$ cat config.mk
export PLATFORM = sky130hd
export DESIGN_NAME = slip_addr_filter
export DESIGN_NICKNAME = d
export VERILOG_FILES = /design/src/rtl/sdf_pkg.sv /design/src/rtl/sdf_unescape.sv /design/src/rtl/sdf_filter.sv /design/src/rtl/slip_addr_filter.sv
export SDC_FILE = /design/constraint.sdc
export NUM_CORES = 1
export LEC_CHECK = 0
export ABC_AREA = 1
export ABC_CLOCK_PERIOD_IN_PS = 1760
export CAP_MARGIN = 20
export CORE_ASPECT_RATIO = 0.6
export CORE_MARGIN = 3
export CORE_UTILIZATION = 63
export CTS_CLUSTER_DIAMETER = 40
export DETAILED_ROUTE_END_ITERATION = 6
export DONT_BUFFER_PORTS = 1
export GPL_TIMING_DRIVEN = 0
export PLACE_DENSITY = 0.79
export SYNTH_ARGS = -nofsm -noshare
export SYNTH_HDL_FRONTEND = slang
export SYNTH_SLANG_ARGS = --single-unit
$ cat constraint.sdc
create_clock -name clk -period 1.76 [get_ports clk]
set_input_delay 0.264 -clock clk [delete_from_list [all_inputs] [get_ports clk]]
set_output_delay 0.264 -clock clk [all_outputs]
set_load 0.1 [all_outputs]
$ cat src/rtl/sdf_pkg.sv
package sdf_pkg;

    localparam logic [7:0] SLIP_END     = 8'hC0;
    localparam logic [7:0] SLIP_ESC     = 8'hDB;
    localparam logic [7:0] SLIP_ESC_END = 8'hDC;
    localparam logic [7:0] SLIP_ESC_ESC = 8'hDD;

    // One decoded event from the unescape stage
    typedef struct packed {
        logic       vld;   // decoded data byte present
        logic [7:0] data;
        logic       eof;   // frame delimiter seen
        logic       bad;   // illegal escape pair
    } dec_t;

    typedef enum logic [1:0] {
        ST_IDLE   = 2'd0,  // waiting for destination byte
        ST_ACCEPT = 2'd1,  // forwarding a frame for us
        ST_SKIP   = 2'd2   // discarding until delimiter
    } flt_state_e;

    function automatic logic addr_hit(input logic [7:0] dst,
                                      input logic [7:0] mine,
                                      input logic [7:0] bcast);
        return (dst == mine) || (dst == bcast);
    endfunction

endpackage

$ cat src/rtl/sdf_unescape.sv
module sdf_unescape
    import sdf_pkg::*;
(
    input  logic       clk,
    input  logic       rst,
    input  logic       in_valid,
    input  logic [7:0] in_byte,
    output dec_t       dec_o
);

    logic esc_q;
    dec_t dec_q;

    always_ff @(posedge clk) begin
        if (rst) begin
            esc_q <= 1'b0;
            dec_q <= '0;
        end else begin
            dec_q <= '0;
            if (in_valid) begin
                if (in_byte == SLIP_END) begin
                    dec_q.eof <= 1'b1;
                    dec_q.bad <= esc_q;     // escape cut short by delimiter
                    esc_q     <= 1'b0;
                end else if (esc_q) begin
                    esc_q <= 1'b0;
                    if (in_byte == SLIP_ESC_END) begin
                        dec_q.vld  <= 1'b1;
                        dec_q.data <= SLIP_END;
                    end else if (in_byte == SLIP_ESC_ESC) begin
                        dec_q.vld  <= 1'b1;
                        dec_q.data <= SLIP_ESC;
                    end else begin
                        dec_q.bad <= 1'b1;
                    end
                end else if (in_byte == SLIP_ESC) begin
                    esc_q <= 1'b1;
                end else begin
                    dec_q.vld  <= 1'b1;
                    dec_q.data <= in_byte;
                end
            end
        end
    end

    assign dec_o = dec_q;

    AST_ESC_SILENT: assert property (@(posedge clk) disable iff (rst)
        (in_valid && in_byte == SLIP_ESC && !esc_q) |=> !dec_q.vld);

endmodule

$ cat src/rtl/sdf_filter.sv
module sdf_filter
    import sdf_pkg::*;
#(
    parameter int         MAX_LEN    = 64,
    parameter logic [7:0] BCAST_ADDR = 8'hFF,
    parameter int         LEN_W      = $clog2(MAX_LEN + 1)
) (
    input  logic             clk,
    input  logic             rst,
    input  logic [7:0]       node_addr,
    input  dec_t             dec_i,
    output logic [7:0]       out_byte_o,
    output logic             out_valid_o,
    output logic             out_last_o,
    output logic             eof_valid_o,
    output logic [LEN_W-1:0] eof_len_o,
    output logic             eof_good_o
);

    localparam logic [LEN_W-1:0] LEN_CAP = LEN_W'(MAX_LEN);
    localparam logic [LEN_W-1:0] LEN_MIN = LEN_W'(3);
    localparam logic [LEN_W-1:0] LEN_ONE = LEN_W'(1);

    flt_state_e       st_q;
    logic [LEN_W-1:0] cnt_q;
    logic [7:0]       sum_q;
    logic             err_q;
    logic [7:0]       held_q;   // one-byte delay so the final byte can be flagged
    logic             held_v_q;

    always_ff @(posedge clk) begin
        if (rst) begin
            st_q        <= ST_IDLE;
            cnt_q       <= '0;
            sum_q       <= '0;
            err_q       <= 1'b0;
            held_q      <= '0;
            held_v_q    <= 1'b0;
            out_byte_o  <= '0;
            out_valid_o <= 1'b0;
            out_last_o  <= 1'b0;
            eof_valid_o <= 1'b0;
            eof_len_o   <= '0;
            eof_good_o  <= 1'b0;
        end else begin
            out_valid_o <= 1'b0;
            out_last_o  <= 1'b0;
            eof_valid_o <= 1'b0;
            if (dec_i.eof) begin
                if (st_q == ST_ACCEPT) begin
                    out_valid_o <= held_v_q;
                    out_byte_o  <= held_q;
                    out_last_o  <= held_v_q;
                    eof_valid_o <= 1'b1;
                    eof_len_o   <= cnt_q;
                    eof_good_o  <= (sum_q == 8'h00) && !err_q && !dec_i.bad
                                   && (cnt_q >= LEN_MIN);
                end
                st_q     <= ST_IDLE;
                cnt_q    <= '0;
                sum_q    <= '0;
                err_q    <= 1'b0;
                held_v_q <= 1'b0;
            end else if (dec_i.bad) begin
                if (st_q == ST_IDLE)        st_q  <= ST_SKIP;
                else if (st_q == ST_ACCEPT) err_q <= 1'b1;
            end else if (dec_i.vld) begin
                unique case (st_q)
                    ST_IDLE: begin
                        if (addr_hit(dec_i.data, node_addr, BCAST_ADDR)) begin
                            st_q     <= ST_ACCEPT;
                            cnt_q    <= LEN_ONE;
                            sum_q    <= dec_i.data;
                            held_q   <= dec_i.data;
                            held_v_q <= 1'b1;
                        end else begin
                            st_q <= ST_SKIP;
                        end
                    end
                    ST_ACCEPT: begin
                        out_valid_o <= 1'b1;
                        out_byte_o  <= held_q;
                        if (cnt_q == LEN_CAP) begin
                            // over-length: close now, drop the rest
                            out_last_o  <= 1'b1;
                            eof_valid_o <= 1'b1;
                            eof_len_o   <= cnt_q;
                            eof_good_o  <= 1'b0;
                            held_v_q    <= 1'b0;
                            st_q        <= ST_SKIP;
                        end else begin
                            held_q <= dec_i.data;
                            cnt_q  <= cnt_q + LEN_ONE;
                            sum_q  <= sum_q + dec_i.data;
                        end
                    end
                    default: ;
                endcase
            end
        end
    end

    AST_SKIP_QUIET: assert property (@(posedge clk) disable iff (rst)
        (st_q == ST_SKIP && !dec_i.eof) |=> (!out_valid_o && !eof_valid_o));
    AST_EMPTY_FRAME: assert property (@(posedge clk) disable iff (rst)
        (dec_i.eof && st_q == ST_IDLE) |=> !eof_valid_o);
    AST_LEN_CAP: assert property (@(posedge clk) disable iff (rst)
        eof_valid_o |-> (eof_len_o <= LEN_CAP));
    AST_GOOD_MIN_LEN: assert property (@(posedge clk) disable iff (rst)
        (eof_valid_o && eof_good_o) |-> (eof_len_o >= LEN_MIN));
    AST_LAST_HAS_REPORT: assert property (@(posedge clk) disable iff (rst)
        out_last_o |-> (eof_valid_o && out_valid_o));

endmodule

$ cat src/rtl/slip_addr_filter.sv
module slip_addr_filter
    import sdf_pkg::*;
#(
    parameter int         MAX_LEN    = 64,
    parameter logic [7:0] BCAST_ADDR = 8'hFF,
    localparam int        LEN_W      = $clog2(MAX_LEN + 1)
) (
    input  logic             clk,
    input  logic             rst,
    input  logic [7:0]       node_addr,
    input  logic [7:0]       rx_byte,
    input  logic             rx_valid,
    output logic [7:0]       dout_byte,
    output logic             dout_valid,
    output logic             dout_last,
    output logic             frm_done,
    output logic [LEN_W-1:0] frm_len,
    output logic             frm_ok
);

    dec_t dec;

    sdf_unescape u_unesc (
        .clk      (clk),
        .rst      (rst),
        .in_valid (rx_valid),
        .in_byte  (rx_byte),
        .dec_o    (dec)
    );

    sdf_filter #(
        .MAX_LEN    (MAX_LEN),
        .BCAST_ADDR (BCAST_ADDR),
        .LEN_W      (LEN_W)
    ) u_filt (
        .clk         (clk),
        .rst         (rst),
        .node_addr   (node_addr),
        .dec_i       (dec),
        .out_byte_o  (dout_byte),
        .out_valid_o (dout_valid),
        .out_last_o  (dout_last),
        .eof_valid_o (frm_done),
        .eof_len_o   (frm_len),
        .eof_good_o  (frm_ok)
    );

endmodule

Yosys cells after proc, flatten, opt, wreduce, memory -nomap -nowiden
Cells that the tools add are included.

operators by class
  bitwise gates (word level) = 4
  reduce and logical (&&, ||, !) cells = 22
  $lt $le $gt $ge = 1
  eq/ne operators = 14
  add/subtract/negate cells = 2
  mux-type cells = 55

operator list
  kind                                                                      count
  7-bit 2-to-1 mux                                                          8
  8-bit 2-to-1 mux                                                          7
  8-bit == test (second input constant)                                     5
  9-bit 2-to-1 mux                                                          4
  8-bit case mux with 2 select lines                                        2
  1-bit 2-to-1 mux                                                          26
  7-bit case mux with 2 select lines                                        1
  2-bit 2-to-1 mux                                                          5
  5-bit AND reduction                                                       2
  8-bit adder                                                               1
  8-bit == test                                                             1
  8-bit zero test                                                           1
  4-bit AND reduction                                                       2
  2-bit nonzero test                                                        4
  7-bit by 1-bit adder with 7-bit output (second input constant)            1
  7-bit == test (second input constant)                                     1
  7-bit by 2-bit >= comparator with 1-bit output (second input constant)    1
  2-bit inequality test (second input constant)                             3
  6-bit AND reduction                                                       1
  2-bit by 1-bit inequality test with 1-bit output (second input constant)  2
  1-bit inverter                                                            4
  2-bit case mux with 2 select lines                                        1
  2-bit OR reduction                                                        2
  1-bit logical AND                                                         3
  9 further kinds                                                           10

storage, ports and cells
  output and inout port bits = 19
  logic and storage cells = 115
  bits in registers = 58

Longest topological paths before layout
Gate-level depths: netlist (run 1).

  word-level depth = 6
  gate-level depth with buffers = 12

Cells and area by module
Synthesis (run 1) repeated with hierarchy kept, for this count alone.

unflattened totals
  cells, all modules = 431
  area total of the unflattened synthesis = 3228.1 sq um

modules (own cells, without submodules)
  module        area an instance (sq um)  cells an instance  times used  sequential area each (sq um)
  sdf_filter    2697.6                    368                1           920.9
  sdf_unescape  530.5                     63                 1           240.2

Worst setup path after synthesis (run 1)
OpenSTA, ideal clock, no wires.

  kind = register to register
  from = register u_unesc.dec_q, in the netlist u_unesc.dec_o[2]
  to = register u_filt.sum_q[4]
  required time = 1.696 ns
  slack = 0.215 ns
  period minus slack after synthesis = 1.545 ns
  path buffers = 0
  data arrival time = 1.481 ns
  cell stages (with the launch flop) = 10
  path through = dfxtp_1 -> ha_1 -> inv_1 -> fa_1 -> inv_1 -> a21oi_1 -> xor2_1 -> o21ai_0 -> nor2_1 -> nor2_1

on the way
  cells in the longest elaborated chain, start to end = 4

RTL lines
  what                                                                 RTL line            source
  from (decl)                                                          sdf_unescape.sv:12  dec_t dec_q;
  parallel branches: the longest is 4 deep, another holds 8-bit adder  -
  to (signal assigned)                                                 sdf_filter.sv:73    sum_q <= dec_i.data;
  to (signal assigned)                                                 sdf_filter.sv:94    sum_q <= sum_q + dec_i.data;
  to (decl)                                                            sdf_filter.sv:26    logic [7:0] sum_q;

Several ways; the timed one is not identified. The select of a mux whose other input is x is not followed.
A chain may end at the register's enable or synchronous reset.

Worst setup path after layout (run 1)
  from = register u_filt.cnt_q[1]
  to = register u_filt.cnt_q[2]

on the way
  cells in the longest elaborated chain, start to end = 3

RTL lines
  what                                                                       RTL line                            source
  from (decl)                                                                sdf_filter.sv:25                    logic [LEN_W-1:0] cnt_q;
  from (signal assigned)                                                     sdf_filter.sv:93                    cnt_q <= cnt_q + LEN_ONE;
  7-bit by 1-bit adder with 7-bit output or 7-bit == test (tied branches)    sdf_filter.sv:93, sdf_filter.sv:83
  7-bit 2-to-1 mux or 2-bit inequality test (tied branches)                  -
  7-bit case mux with 2 select lines or 5-bit AND reduction (tied branches)  -

Several ways; a longest one is shown, not always the timed one. The select of a mux whose other input is x is not followed.

==> results of run 1 <==
## sequential cells by signal, summed over array words and instances, names as in the netlist, 2 cells and up
| name | cells |
|---|---|
| u_filt.held_q | 8 |
| u_filt.cnt_q | 7 |
| u_filt.sum_q | 8 |
| u_filt.st_q | 2 |
| u_unesc.dec_o | 11 |
| u_filt.eof_len_o | 7 |
| u_filt.out_byte_o | 8 |
## synthesized netlist by cell type (2+ instances only)
cell and n:
nand4_1 14, nand2_1 97, buf_6 2, nand3_1 21, inv_2 4, o22ai_1 2
clkbuf_1 3, xnor2_1 5, dfxtp_1 58, nor3_1 7, xor2_1 3, buf_4 3
nor4_1 3, a211oi_1 5, buf_1 2, nor3b_1 2, nand2_2 3, o21ai_0 24
ha_1 9, inv_1 69, a21oi_1 30, nor2_1 58
## layout make-up
type,count,area [sq um]
timing repair buffer,4,32.5
inverter,73,274
sequential,58,1170
multi-input combinational,298,1530
clock buffer,10,138
fill,311,948
tap,60,75.1
buffer,11,68.8
clock inverter,6,114
## path summary, 6_finish.rpt
| kind | from | end | slack (ps) |
|---|---|---|---|
| max | u_filt.cnt_q[1] | u_filt.cnt_q[2] | 80 |
| max reg2reg | u_filt.cnt_q[1] | u_filt.cnt_q[2] | 80 |
| min reg2reg | u_filt.held_q[6] | u_filt.out_byte_o[6] | 450 |
| min | rx_byte[6] | u_unesc.dec_o[8] | 30 |
## power by group through the flow
stage | clock [W] | combinational [W] | sequential [W]
3_5_place_dp | 0 | 0.000294 | 0.00146
4_1_cts | 0.00152 | 0.000300 | 0.00143
6_report | 0.00151 | 0.000317 | 0.00143
2_1_floorplan | 0 | 0.000235 | 0.00145
3_3_place_gp | 0 | 0.000283 | 0.00146
5_1_grt | 0.00158 | 0.000355 | 0.00144
## metrics by stage
| stage | power, W | hold slack (ps) | setup TNS (ps) |
|---|---|---|---|
| 6_report | 0.00326 | 27.2 | 0 |
| 3_5_place_dp | 0.00175 | 347 | 0 |
| 4_1_cts | 0.00325 | 29.3 | 0 |
| 3_3_place_gp | 0.00174 | 345 | 0 |
| 2_1_floorplan | 0.00168 | 342 | 0 |
| 5_1_grt | 0.00337 | 29.0 | -17.4 |
## metal layers
metal	GRT usage (%)	wire (um)	share of wire (%)	up-vias
met2	44.2	3300	44	128
met1	36.3	3330	44	1352
met5	0	0	0	-
met4	7.19	85	1.1	0
li1	-	-	-	1441
met3	11.7	787	10	15
## kinds of logic after synthesis
family / share of synthesized area, %
and+or+nand+nor: 31.3
DFF: 38.5
xor gates and xnor gates: 2.32
adders and majority gates: 4.39
buffers and inverters: 11.4
AOI/OAI and AO/OA: 12.2
## repair_timing
item	CTS	global route
resized for setup	0	11
buffers inserted	0	3
endpoints found under the setup margin	0	22
hold buffers	1	0
endpoints found under the hold margin	2	0
==> results.cfg, run 1 <==
[min_path]
hp-class = primary input to flip-flop
whs_path_depth = 2

[finish]
final_cell_mix = 97 x nand2_1, 67 x inv_1, 58 x nor2_1
final_cells = 520
drive_above_1_share_pct = 11.1
syn2layout_area_growth_pct = 12.6
fin_util_pct = 78.2
finalInstanceArea_sq_um = 3400
mostFrequentLayoutCell = nand2_1
insertedDiodeCount = 0
final_nets = 484

[yosys]
synth_area_leader_cell = dfxtp_1
synth.top_cell.area_share_pct = 38.5
syn_nets = 468
yosys-top-cells-area = dfxtp_1 38%, nand2_1 12%, inv_1 8.6%
synth_ff_type = dfxtp_1
synth_edf_count = 0
synthArstFlopShare_pct = 0
synth-seq-area-share_pct = 38.5
netlist_area_sq_um = 3020
avgSynthCellArea_sq_um = 6.87
yosys_warnings = 0
synth-seq-cells = 58
syn_inst = 439
ys_types = 37

[route]
wl_per_cell_um = 14.4
viasPerCell = 5.65
final_antenna_net_count = 0
first_pass_iters = 5
route.detailed.drc = 0
totalWireLength_um = 7500
routed-via-count = 2936
first_iter_violations = 223

[floorplan]
die-area_sq_um = 5680
io-pin-count = 38
die_h_um = 59.6
die_x_um = 95.4
start_util_pct = 69.4
rows = 18
core_sq_um = 4350

[global_route]
grt_pass1_wl_um = 12100
overflow = 0
antenna_found_initial = 0
grt_usage_pct = 28.2
first_global_vias = 2679
grt_max_degree = 12

[pwr]
cellLeakagePower_nw = 1.56
ir_drop_uv = 942
swShare_pct = 25.0
powerDensity_nw_per_um2 = 960
pwr-share-comb_pct = 9.7
power.share.sequential_pct = 43.9
internal_power_w = 0.00245
p_clk_share_pct = 46.4
netSwitchingPower_w = 0.000817

[placed_design]
dp_slack_ps = 51.3
place_congestion = 0.991
dpl.cell_count = 499
portBuffers = 0
dp_hpwl_um = 5430
place_area_sq_um = 3090

[timing]
post-route-min-period_ps = 1680
finalHoldViolCount = 0
rsz0062_at_grt = true
finalWorstSetupSlack_ps = 76.4
slew_headroom_pct = 35.1
min_period_over_period_pct = 95.7
worst_pin_slew_ps = 972
slew_viol_final = 0
fmax_mhz = 594
finalClockSkew_ps = 7.50
finalSetupViolCount = 0

[clocking]
path_clk_slew_ps = 70
clock_latency_ps = 330
clock_sinks = 58
cts_tree = done
cts_buffer_depth = 2
clockRootBuffer = clkbuf_8
numCtsBuffers = 9
htreeDepth = 3

[critical_path]
worstSetupEndpointType = flip-flop
worstPathBufferInverterCount = 3
setup.worst_path.start_class = flip-flop
crit_fanout = 10
required_ps = 1970
cp.depth = 9
worstSetupPathType = flip-flop to flip-flop
path_cells = inv_2 > ha_1 > nand4_2 > inv_2 > a21oi_4 > nand2_4 > buf_6 > a21oi_1 > nor2_1
cp_data_arrival_time_ps = 1890
crit_path_max_incr_delay_ps = 360
critPathTopFamily = compound AO/OA/AOI/OAI gates
r2r_cells = 9
slowest_stage = dfxtp_1
crit_path_frequent_cell = inv_2

[flow_run]
cap_violations = 0

[run_status]
status = complete, no violations
Note: power is estimated with default switching activity, not from simulation.
==> run 2, diff against run 1 <==
--- a/config.mk
+++ b/config.mk
@@ -7,7 +7,7 @@
 export LEC_CHECK = 0
 export ABC_AREA = 1
 export ABC_CLOCK_PERIOD_IN_PS = 1760
-export CAP_MARGIN = 20
+export CAP_MARGIN = 30
 export CORE_ASPECT_RATIO = 0.6
 export CORE_MARGIN = 3
 export CORE_UTILIZATION = 63
==> results of run 2 <==
Final layout, timing and power as in run 1 (identical DEF).
